## src/rtl/lkd_pkg.sv

```systemverilog
package lkd_pkg;

  // Saturating increment used by both the width meter and the qualifier.
  function automatic int unsigned sat_inc(input int unsigned v, input int unsigned lim);
    return (v >= lim) ? lim : v + 1;
  endfunction

  // Combined lock rule over the two loops.
  function automatic logic lock_combine(input logic m_flag, input logic a_flag,
                                        input logic m_pd, input logic a_pd);
    logic r;
    unique case ({m_pd, a_pd})
      2'b00:   r = m_flag & a_flag;
      2'b01:   r = m_flag;
      2'b10:   r = a_flag;
      default: r = 1'b0;
    endcase
    return r;
  endfunction

endpackage

```

## src/rtl/lkd_width_meter.sv

```systemverilog
module lkd_width_meter #(
  parameter int unsigned ERR_LIMIT = 1
) (
  input  logic clk,
  input  logic rst_n,
  input  logic pd,
  input  logic up,
  input  logic dn,
  output logic fail
);
  import lkd_pkg::*;

  localparam int RUN_W = $clog2(ERR_LIMIT + 1);

  logic [RUN_W-1:0] run_q;
  logic             active;
  int unsigned      run_nxt;

  always_comb begin
    active  = up | dn;
    run_nxt = active ? sat_inc(int'(run_q), ERR_LIMIT) : 0;
    fail    = !pd && active && (run_nxt >= ERR_LIMIT);
  end

  always_ff @(posedge clk or negedge rst_n) begin
    if (!rst_n)  run_q <= '0;
    else if (pd) run_q <= '0;
    else         run_q <= RUN_W'(run_nxt);
  end

endmodule

```

## src/rtl/lkd_qualifier.sv

```systemverilog
module lkd_qualifier #(
  parameter int unsigned QUAL_CNT = 4
) (
  input  logic clk,
  input  logic rst_n,
  input  logic pd,
  input  logic fail,
  output logic flag
);
  import lkd_pkg::*;

  localparam int CNT_W = $clog2(QUAL_CNT + 1);

  logic [CNT_W-1:0] pass_q;
  int unsigned      pass_nxt;

  always_comb pass_nxt = fail ? 0 : sat_inc(int'(pass_q), QUAL_CNT);

  always_ff @(posedge clk or negedge rst_n) begin
    if (!rst_n) begin
      pass_q <= '0;
      flag   <= 1'b0;
    end else if (pd) begin
      pass_q <= '0;
      flag   <= 1'b0;
    end else begin
      pass_q <= CNT_W'(pass_nxt);
      flag   <= (pass_nxt == QUAL_CNT);
    end
  end

endmodule

```

## src/rtl/lkd_loop_monitor.sv

```systemverilog
module lkd_loop_monitor #(
  parameter int unsigned ERR_LIMIT = 1,
  parameter int unsigned QUAL_CNT  = 4
) (
  input  logic clk,
  input  logic rst_n,
  input  logic pd,
  input  logic up,
  input  logic dn,
  output logic fail,
  output logic flag
);

  lkd_width_meter #(.ERR_LIMIT(ERR_LIMIT)) u_meter (
    .clk(clk), .rst_n(rst_n), .pd(pd), .up(up), .dn(dn), .fail(fail)
  );

  lkd_qualifier #(.QUAL_CNT(QUAL_CNT)) u_qual (
    .clk(clk), .rst_n(rst_n), .pd(pd), .fail(fail), .flag(flag)
  );

endmodule

```

## src/rtl/lkd_combiner.sv

```systemverilog
module lkd_combiner (
  input  logic clk,
  input  logic rst_n,
  input  logic m_flag,
  input  logic a_flag,
  input  logic m_pd,
  input  logic a_pd,
  output logic lock
);
  import lkd_pkg::*;

  always_ff @(posedge clk or negedge rst_n) begin
    if (!rst_n) lock <= 1'b0;
    else        lock <= lock_combine(m_flag, a_flag, m_pd, a_pd);
  end

endmodule

```

## src/rtl/dual_lock_detect.sv

```systemverilog
module dual_lock_detect #(
  parameter int unsigned ERR_LIMIT = 1,
  parameter int unsigned QUAL_CNT  = 4
) (
  input  logic clk,
  input  logic rst_n,
  input  logic main_up,
  input  logic main_dn,
  input  logic main_pd,
  input  logic aux_up,
  input  logic aux_dn,
  input  logic aux_pd,
  output logic lock
);

  localparam int NLOOP = 2;

  logic [NLOOP-1:0] up_v, dn_v, pd_v, fail_v, flag_v;

  assign up_v = {aux_up, main_up};
  assign dn_v = {aux_dn, main_dn};
  assign pd_v = {aux_pd, main_pd};

  for (genvar g = 0; g < NLOOP; g++) begin : g_loop
    lkd_loop_monitor #(.ERR_LIMIT(ERR_LIMIT), .QUAL_CNT(QUAL_CNT)) u_mon (
      .clk(clk), .rst_n(rst_n), .pd(pd_v[g]), .up(up_v[g]), .dn(dn_v[g]),
      .fail(fail_v[g]), .flag(flag_v[g])
    );
  end

  // Named internal events for the checker.
  logic main_fail, aux_fail, main_flag, aux_flag;
  assign main_fail = fail_v[0];
  assign aux_fail  = fail_v[1];
  assign main_flag = flag_v[0];
  assign aux_flag  = flag_v[1];

  lkd_combiner u_comb (
    .clk(clk), .rst_n(rst_n), .m_flag(main_flag), .a_flag(aux_flag),
    .m_pd(main_pd), .a_pd(aux_pd), .lock(lock)
  );

endmodule

```

## config.mk

```make
export PLATFORM = sky130hd
export DESIGN_NAME = dual_lock_detect
export DESIGN_NICKNAME = d
export VERILOG_FILES = /design/src/rtl/lkd_pkg.sv /design/src/rtl/lkd_width_meter.sv /design/src/rtl/lkd_qualifier.sv /design/src/rtl/lkd_loop_monitor.sv /design/src/rtl/lkd_combiner.sv /design/src/rtl/dual_lock_detect.sv
export SDC_FILE = /design/constraint.sdc
export NUM_CORES = 1
export LEC_CHECK = 0
export ABC_AREA = 0
export BUFFER_PORTS_ARGS = -buffer_cell sky130_fd_sc_hd__buf_4
export CAP_MARGIN = 20
export CORE_UTILIZATION = 32
export DETAILED_ROUTE_END_ITERATION = 10
export GPL_TIMING_DRIVEN = 0
export PLACE_DENSITY_LB_ADDON = 0.12
export SLEW_MARGIN = 20
export SYNTH_ARGS = -nofsm -noshare
export SYNTH_HDL_FRONTEND = slang
export SYNTH_HIERARCHICAL = 1
export SYNTH_SLANG_ARGS = --single-unit
```

## constraint.sdc

```tcl
create_clock -name clk -period 1.5 [get_ports clk]
set_input_delay 0.075 -clock clk [delete_from_list [all_inputs] [get_ports clk]]
set_output_delay 0.075 -clock clk [all_outputs]
set_load 0.1 [all_outputs]
```

==> results of run 1 <==
## layout by cell type, fill, tap and decap left out, drive strengths merged
cell	instances
nor2	2
dfrtp	9
a21oi	1
inv	6
buf	8
nor4	2
nand3b	2
a211oi	2
clkbuf	4
nor4b	2
nor3	2
o22ai	1
ha	4
dlygate4sd3	1
o21ba	2
## where the power goes
group | switching [mW] | internal (mW)
logic | 0.0387 | 0.0327
registers | 0.00741 | 0.253
clock network | 0.0772 | 0.102
## routing by layer
metal | part of all wire | global-route usage
met2 | 0.44 | 0.1917
met1 | 0.51 | 0.1567
met5 | 0 | 0
met3 | 0.046 | 0.03468
met4 | 0 | 0.02586
## worst paths after layout
check | from | end | slack [ns]
max in group asynchronous | rst_n | u_comb/lock | 1.18
min | main_pd | g_loop[0].u_mon/u_qual/pass_q[1] | 0.04
min in group asynchronous | rst_n | g_loop[0].u_mon/u_qual/pass_q[0] | 0.18
max reg2reg | g_loop[0].u_mon/u_qual/pass_q[0] | g_loop[0].u_mon/u_qual/flag | 0.27
max | g_loop[0].u_mon/u_qual/pass_q[0] | g_loop[0].u_mon/u_qual/flag | 0.27
min reg2reg | g_loop[0].u_mon/u_qual/pass_q[0] | g_loop[0].u_mon/u_qual/pass_q[0] | 0.49
## through the flow
stage	setup slack, ns	hold WS (ns)
after floorplan	0.3726	-0.2206
after global placement	0.3095	-0.09857
after detailed placement	0.2749	-0.09536
after CTS	0.2536	0.03627
after global routing	0.1809	0.04105
final	0.2705	0.04148
## final cells by class
class | instances | area [um2]
flip-flops and latches | 9 | 225.2
clock buffers | 4 | 26.28
fillers | 119 | 628.1
repair buffers | 9 | 70.07
well taps | 14 | 17.52
multi-input cells | 20 | 181.4
inverters | 6 | 22.52
## state kept, by name, indices dropped and copies added, names as in the netlist
name                        cells
g_loop.u_mon/u_qual/pass_q      6
u_comb/lock                     1
g_loop.u_mon/u_qual/flag        2
## cells by family (layout without fill, tap and decap cells)
| family | count (synthesis) | count (layout) | synth area share |
|---|---|---|---|
| AO/OA/AOI/OAI | 6 | 6 | 0.1312 |
| adder cells (fa/ha/maj) | 4 | 4 | 0.1166 |
| buffers and inverters | 6 | 19 | 0.05247 |
| flip-flops | 9 | 9 | 0.5248 |
| AND/OR/NAND/NOR | 10 | 10 | 0.1749 |
==> summary by stage, run 1 <==
Status
The flow ran to the end, and the final reports show no timing, DRC or antenna violations.

Placement
Routability-driven placement finished with a final weighted congestion of 0.7177. After detailed placement, the design holds a cell count of 57. Input and output buffers added on the ports amount to 8. After detailed placement, the total cell area comes to 506.7 um2.

The wire-length estimate of the detail-placed layout is 534.7 um.

STA
Adding up every negative setup slack in the final design gives 0 ns. At the pin with the least slew margin, the transition time is 0.2563 ns. The count of final max-slew check failures is 0. The final worst-path cycle share is 0.8197.

In this run the tightest slew margin relative to its limit is 0.8276. The largest clock skew in the final design is 0.004457 ns. The final-report hold violation count is 0. Setup violations remaining at the end of the flow were counted as 0. The post-route minimum period is 1.230 ns.

Setup repair after global routing left no endpoint under its margin. The timing-limited maximum frequency is 813.3 MHz.

Setup path
The total buffers and inverters traversed by the critical path is 1. In this run the number of cells on the critical path is 4. The largest individual stage delay along the critical path comes from the cell sky130_fd_sc_hd__dfrtp_1. The cell family contributing the most delay on the critical path is flip-flops. The longest individual stage delay on the worst path is 0.39 ns. STA classifies the critical path endpoint as a flip-flop.

Data on the critical path arrives at its endpoint at 1.40 ns. The worst reg2reg path depth is 4. STA classifies the critical path startpoint as a flip-flop. Walking the worst path, the cells encountered are inv_1 -> ha_1 -> nand3b_1 -> a211oi_2. STA puts the critical path data required time at 1.67 ns. Of all nets on the critical path, the largest fanout is 4. The setup path with the least slack is of type flip-flop to flip-flop.

CTS
The number of sinks on the clock net is 9. The clock insertion delay at the later pin of the skew report is 0.25 ns. The post-CTS setup-driven buffer insertion count is 0. The number of hold buffers added after CTS was 1.

After clock tree synthesis, the repair step resized 0 gates. The TritonCTS clock tree is built. TritonCTS created 3 clock buffers. CTS placed an instance of sky130_fd_sc_hd__clkbuf_4 at the clock tree root. CTS built an H-tree with a depth of 1. The clock transition time at the flip-flop clock pins of the worst setup and hold paths is 0.06 ns.

The worst-case clock buffer depth is 2.

Synthesis
The most used flip-flop cell after synthesis is sky130_fd_sc_hd__dfrtp_1. The cell taking the most area after synthesis is sky130_fd_sc_hd__dfrtp_1. Counting flops with an async set or reset pin after synthesis yields a share of 1.000. In this run, synthesis produced a sequential element count of 9. In this run, synthesis inferred 0 flip-flops with an integrated enable.

Sorting the synthesized cells by how often they occur yields sky130_fd_sc_hd__dfrtp_1, sky130_fd_sc_hd__inv_1, sky130_fd_sc_hd__ha_1. The average cell area after synthesis is 12.26 um2. After synthesis, the cell types taking the most area are sky130_fd_sc_hd__dfrtp_1, sky130_fd_sc_hd__ha_1, sky130_fd_sc_hd__nor4b_2. The synthesized area is 429.2 um2. The number of nets handed over by synthesis was 47. The number of synthesis warnings is 6. The post-synthesis sequential area ratio is 0.5248. The share of synthesized area in the top cell type comes to 0.5248. The number of distinct library cells after synthesis is 12.

The most frequent cell after synthesis is sky130_fd_sc_hd__dfrtp_1. Counting every instance in the synthesized netlist gives 35.

Flow run
Max-cap violations in this run came to 0.

GRT
The overflow left after global routing is 0. The number of antenna violations at the first check in global routing came to 0. The first global-routing pass estimated 1214 um of wire. The overall global routing resource usage is 0.1187. The via count of the first global-routing pass came to 306. The largest net degree at the start of global routing is 10.

Cells and area
The number of antenna diodes in the final layout is 0. At the end of the flow the core is filled with cells to 0.4637. The share of final-layout standard cells stronger than drive strength 1 is 0.3125.

After the flow finishes, the layout carries non-filler instances totaling 62. The net total in the final layout is 61. The cell area after layout is 543.0 um2. Compared with the post-synthesis result, the final layout area differs by 26.53%.

Worst hold path
The min-delay analysis places its worst path in the category input pin to flip-flop. Counting instances, the worst hold path has a depth of 2.

Floorplanning
In this run the vertical extent of the chip is 38.62 um. The row count is 12. The floorplan step defined a die boundary enclosing 0.001492 mm2. The placeable core area is 0.001171 mm2.

From left edge to right edge, the die measures 38.62 um. For this configuration, the core starts out at a cell density of 0.3665. For this design the top-level I/O count stands at 9.

Power
In this run the static leakage power is 0.2535 nW. Power spread over the standard cell area amounts to 940.3 mW/mm2. The largest vdd supply drop is 594.3 uV. The total power after layout is 0.5106 mW.

Detailed routing
In the final routed layout, each cell accounts on average for 11.89 um. In the routed layout, each cell is associated on average with a via count of 4.823. The overall via count from detail_route is 299. The first TritonRoute pass finished after 2 iterations. The number of nets still failing antenna checks after routing is 0.

The total routed wirelength is 737 um. After the first detailed-routing iteration, the DRC count stood at 5. The number of design rule violations left after detail routing is 0.
Note: power is estimated with default switching activity, not from simulation.
==> run 2, diff against run 1 <==
clock period = 1.24 ns   (was 1.5 ns; I/O delays follow)
==> run 2 against run 1 <==
Clock skew about the same. Cell area up 2.8%. Critical path type unchanged. Combinational power up 35%. Largest cell class unchanged. Sequential power up 20%. First-iteration DRC count unchanged. Register-to-register slack worse by 0.21 ns. Total power up 22%. Worst setup slack worse by 0.21 ns.
==> summary by stage, run 2 (synthesis gave the netlist of run 1 again) <==
Setup path
The type of element launching the critical path is a flip-flop (unchanged). Critical path cell sequence: inv_1 -> ha_1 -> nand3b_1 -> a211oi_2 (unchanged). The type of destination of the critical path is a flip-flop (unchanged). The total buffers and inverters traversed by the critical path is 1 (unchanged). The register-to-register path setup slack is 0.06 ns (was 0.27 ns). The launch instance of the worst register-to-register path is g_loop[1].u_mon/u_qual/pass_q[0] (was g_loop[0].u_mon/u_qual/pass_q[0]). The slowest cell on the critical path was sky130_fd_sc_hd__dfrtp_1 (unchanged).

The signal arrival time at the worst endpoint is 1.35 ns (was 1.40 ns). The family with the most delay on the worst path is flip-flops (unchanged). The worst endpoint required time is 1.41 ns (was 1.67 ns).

The endpoint of the lowest-slack register-to-register path is g_loop[1].u_mon/u_qual/flag (was g_loop[0].u_mon/u_qual/flag). The highest net fanout along the worst path is 3 (was 4). The longest individual stage delay on the worst path is 0.36 ns (was 0.39 ns). The worst reg2reg path depth is 4 (unchanged). The path type of the worst setup path is flip-flop to flip-flop (unchanged).

Detailed routing
The routed via count divided by cell count is 4.750 (was 4.823). The number of nets still failing antenna checks after routing came to 0 (unchanged). The number of design rule violations left after detail routing is 0 (unchanged). The number of iterations in the first detailed-routing pass is 2 (unchanged). The routed wire length per instance is 11.67 um (was 11.89 um). The total routed wirelength came to 747 um (was 737 um). The overall via count from detail_route is 304 (was 299). The number of DRC markers in iteration 0 is 5 (unchanged).

Worst hold path
The number of cells traversed by the worst hold path was 2 (unchanged). The kind of path behind the tightest hold check was input pin to flip-flop (unchanged). The beginning of the worst hold path is main_pd (unchanged).

The hold-critical path endpoint is g_loop[0].u_mon/u_qual/flag (was g_loop[0].u_mon/u_qual/pass_q[1]).

GRT
The largest net degree at the start of global routing came to 10 (unchanged). The via count of the first global-routing pass is 307 (was 306). The overflow left after global routing is 0 (unchanged). The first-pass GRT wire length is 1214 um (unchanged). The overall global routing resource usage was 0.1187 (unchanged).

The number of antenna violations at the first check in global routing is 0 (unchanged).

Power
The static leakage power is 0.2638 nW (was 0.2535 nW). The largest vdd supply drop is 719.0 uV (was 594.3 uV). The total power density per cell area is 1120 mW/mm2 (was 940.3 mW/mm2). The total power after layout is 0.6249 mW (was 0.5106 mW).

STA
The final-layout worst hold slack is 0.02854 ns (was 0.04148 ns). The timing-limited maximum frequency was 844.2 MHz (was 813.3 MHz). The normalized max-slew margin is 0.8276 (unchanged).

The count of final max-slew check failures was 0 (unchanged). The largest clock skew in the final design is 0.004403 ns (was 0.004457 ns). The worst-margin pin slew is 0.2563 ns (unchanged). The count of final setup violators is 0 (unchanged). The aggregate negative setup slack was 0 ns (unchanged). The final worst-path cycle share is 0.9553 (was 0.8197). Setup repair after global routing missed its margin: false (unchanged). The post-route minimum period is 1.185 ns (was 1.230 ns).

The final-report hold violation count came to 0 (unchanged). The least setup slack across all paths after layout is 0.05547 ns (was 0.2705 ns).

Cells and area
The utilization after layout is 0.4765 (was 0.4637). The flip-flop count of the largest register, all copies and words added is 6 (unchanged). The commonest non-fill, non-tap cell in the layout is sky130_fd_sc_hd__buf_4 (was sky130_fd_sc_hd__dfrtp_1).

The net total in the final layout is 63 (was 61). The share of final-layout standard cells stronger than drive strength 1 was 0.3400 (was 0.3125). Leading cell types in the layout, fill and taps excluded: sky130_fd_sc_hd__buf_4, sky130_fd_sc_hd__dfrtp_1, sky130_fd_sc_hd__inv_1, sky130_fd_sc_hd__ha_1, sky130_fd_sc_hd__clkbuf_4 (was sky130_fd_sc_hd__dfrtp_1, sky130_fd_sc_hd__buf_4, sky130_fd_sc_hd__inv_1, sky130_fd_sc_hd__ha_1, sky130_fd_sc_hd__clkbuf_4). Largest registers: g_loop.u_mon/u_qual/pass_q (6), g_loop.u_mon/u_qual/flag (2), u_comb/lock (1) (unchanged). The top register by number of flip-flops is g_loop.u_mon/u_qual/pass_q (unchanged). The number of inserted diodes is 0 (unchanged). The area growth from synthesis to final layout was 30.03% (was 26.53%).

The non-filler instance count after layout is 64 (was 62). The cell area after layout is 558.0 um2 (was 543.0 um2). The fill cell total of the finished layout is 116 (was 119).

Floorplanning
The die area is 0.001492 mm2 (unchanged). The I/O pin count is 9 (unchanged). The placeable core area is 0.001171 mm2 (unchanged). The die span in y came to 38.62 um (unchanged). The starting utilization of the core area was 0.3665 (unchanged). The overall die width was 38.62 um (unchanged). The row count is 12 (unchanged).

CTS
The H-tree level count is 1 (unchanged). The number of gates resized after cts is 0 (unchanged). The CTS buffer count is 3 (unchanged). The worst-case clock buffer depth was 2 (unchanged).

The TritonCTS clock tree is built (unchanged). The clock insertion delay at the later pin of the skew report is 0.25 ns (about the same). The clock transition time at the flip-flop clock pins of the worst setup and hold paths is 0.06 ns (about the same). The root buffer cell is sky130_fd_sc_hd__clkbuf_4 (unchanged).

The number of sinks on the clock net is 9 (unchanged).

Flow run
The max-capacitance violation count was 0 (unchanged).

Status
Status: finished clean (unchanged).

Placement
The cell area reported after detailed placement is 506.7 um2 (unchanged). The instance count after placement with tap cells included is 57 (unchanged). The pre-CTS setup slack is 0.01489 ns (was 0.2749 ns). The number of buffers added on ports is 8 (unchanged). The routability-driven placement congestion ratio was 0.7177 (unchanged). The HPWL after detailed placement is 534.7 um (unchanged).
[run 2: changes by cell type in the layout (fill, tap and decap cells not counted), sizes merged]
cell  delta
buf      +2
[run 2: power breakdown]
| part | switching (mW) | internal (mW) | leakage (nW) |
|---|---|---|---|
| sequential | 0.00653 | 0.305 | 0.122 |
| clock | 0.0933 | 0.123 | 0.0150 |
| combinational | 0.0506 | 0.0455 | 0.127 |
[run 2: per-layer routing]
metal	part of all wire	wire, um	vias to the layer above	global-route usage
li1	-	-	151	-
met1	0.52	386	145	0.1567
met2	0.44	326	8	0.1917
met3	0.046	34	0	0.03468
met4	0	0	0	0.02586
met5	0	0	-	0
[run 2: what timing repair did]
action | in CTS | in global routing
setup buffers | 1 | 1
hold buffers | 1 | 0
pin swaps | 0 | 1
endpoints found under the setup margin | 1 | 2
endpoints found under the hold margin | 9 | 0
[run 2: worst reg2reg max path, stage by stage (launching register included)]
cell and delay, ns:
sky130_fd_sc_hd__dfrtp_1 0.36, sky130_fd_sc_hd__inv_1 0.05, sky130_fd_sc_hd__ha_1 0.29, sky130_fd_sc_hd__nand3b_1 0.17, sky130_fd_sc_hd__a211oi_2 0.22
[run 2: worst max-delay path by stage]
stage / start / to / cells past startpoint
after floorplan: g_loop[0].u_mon/u_qual/pass_q[0] / g_loop[0].u_mon/u_qual/flag / 4
after global placement: g_loop[0].u_mon/u_qual/pass_q[0] / g_loop[0].u_mon/u_qual/flag / 4
after detailed placement: g_loop[0].u_mon/u_qual/pass_q[0] / g_loop[0].u_mon/u_qual/flag / 4
after CTS: g_loop[1].u_mon/u_qual/pass_q[0] / g_loop[1].u_mon/u_qual/flag / 4
after global routing: g_loop[1].u_mon/u_qual/pass_q[0] / g_loop[1].u_mon/u_qual/flag / 4
final: g_loop[1].u_mon/u_qual/pass_q[0] / g_loop[1].u_mon/u_qual/flag / 4
[run 2: layout make-up]
type	count	area (um2)	area share
Sequential cell	9	225.2	0.4036
Multi-Input combinational cell	20	181.4	0.3251
Tap cell	14	17.52	0.03139
Inverter	6	22.52	0.04036
Clock buffer	4	26.28	0.04709
Timing Repair Buffer	11	85.08	0.1525
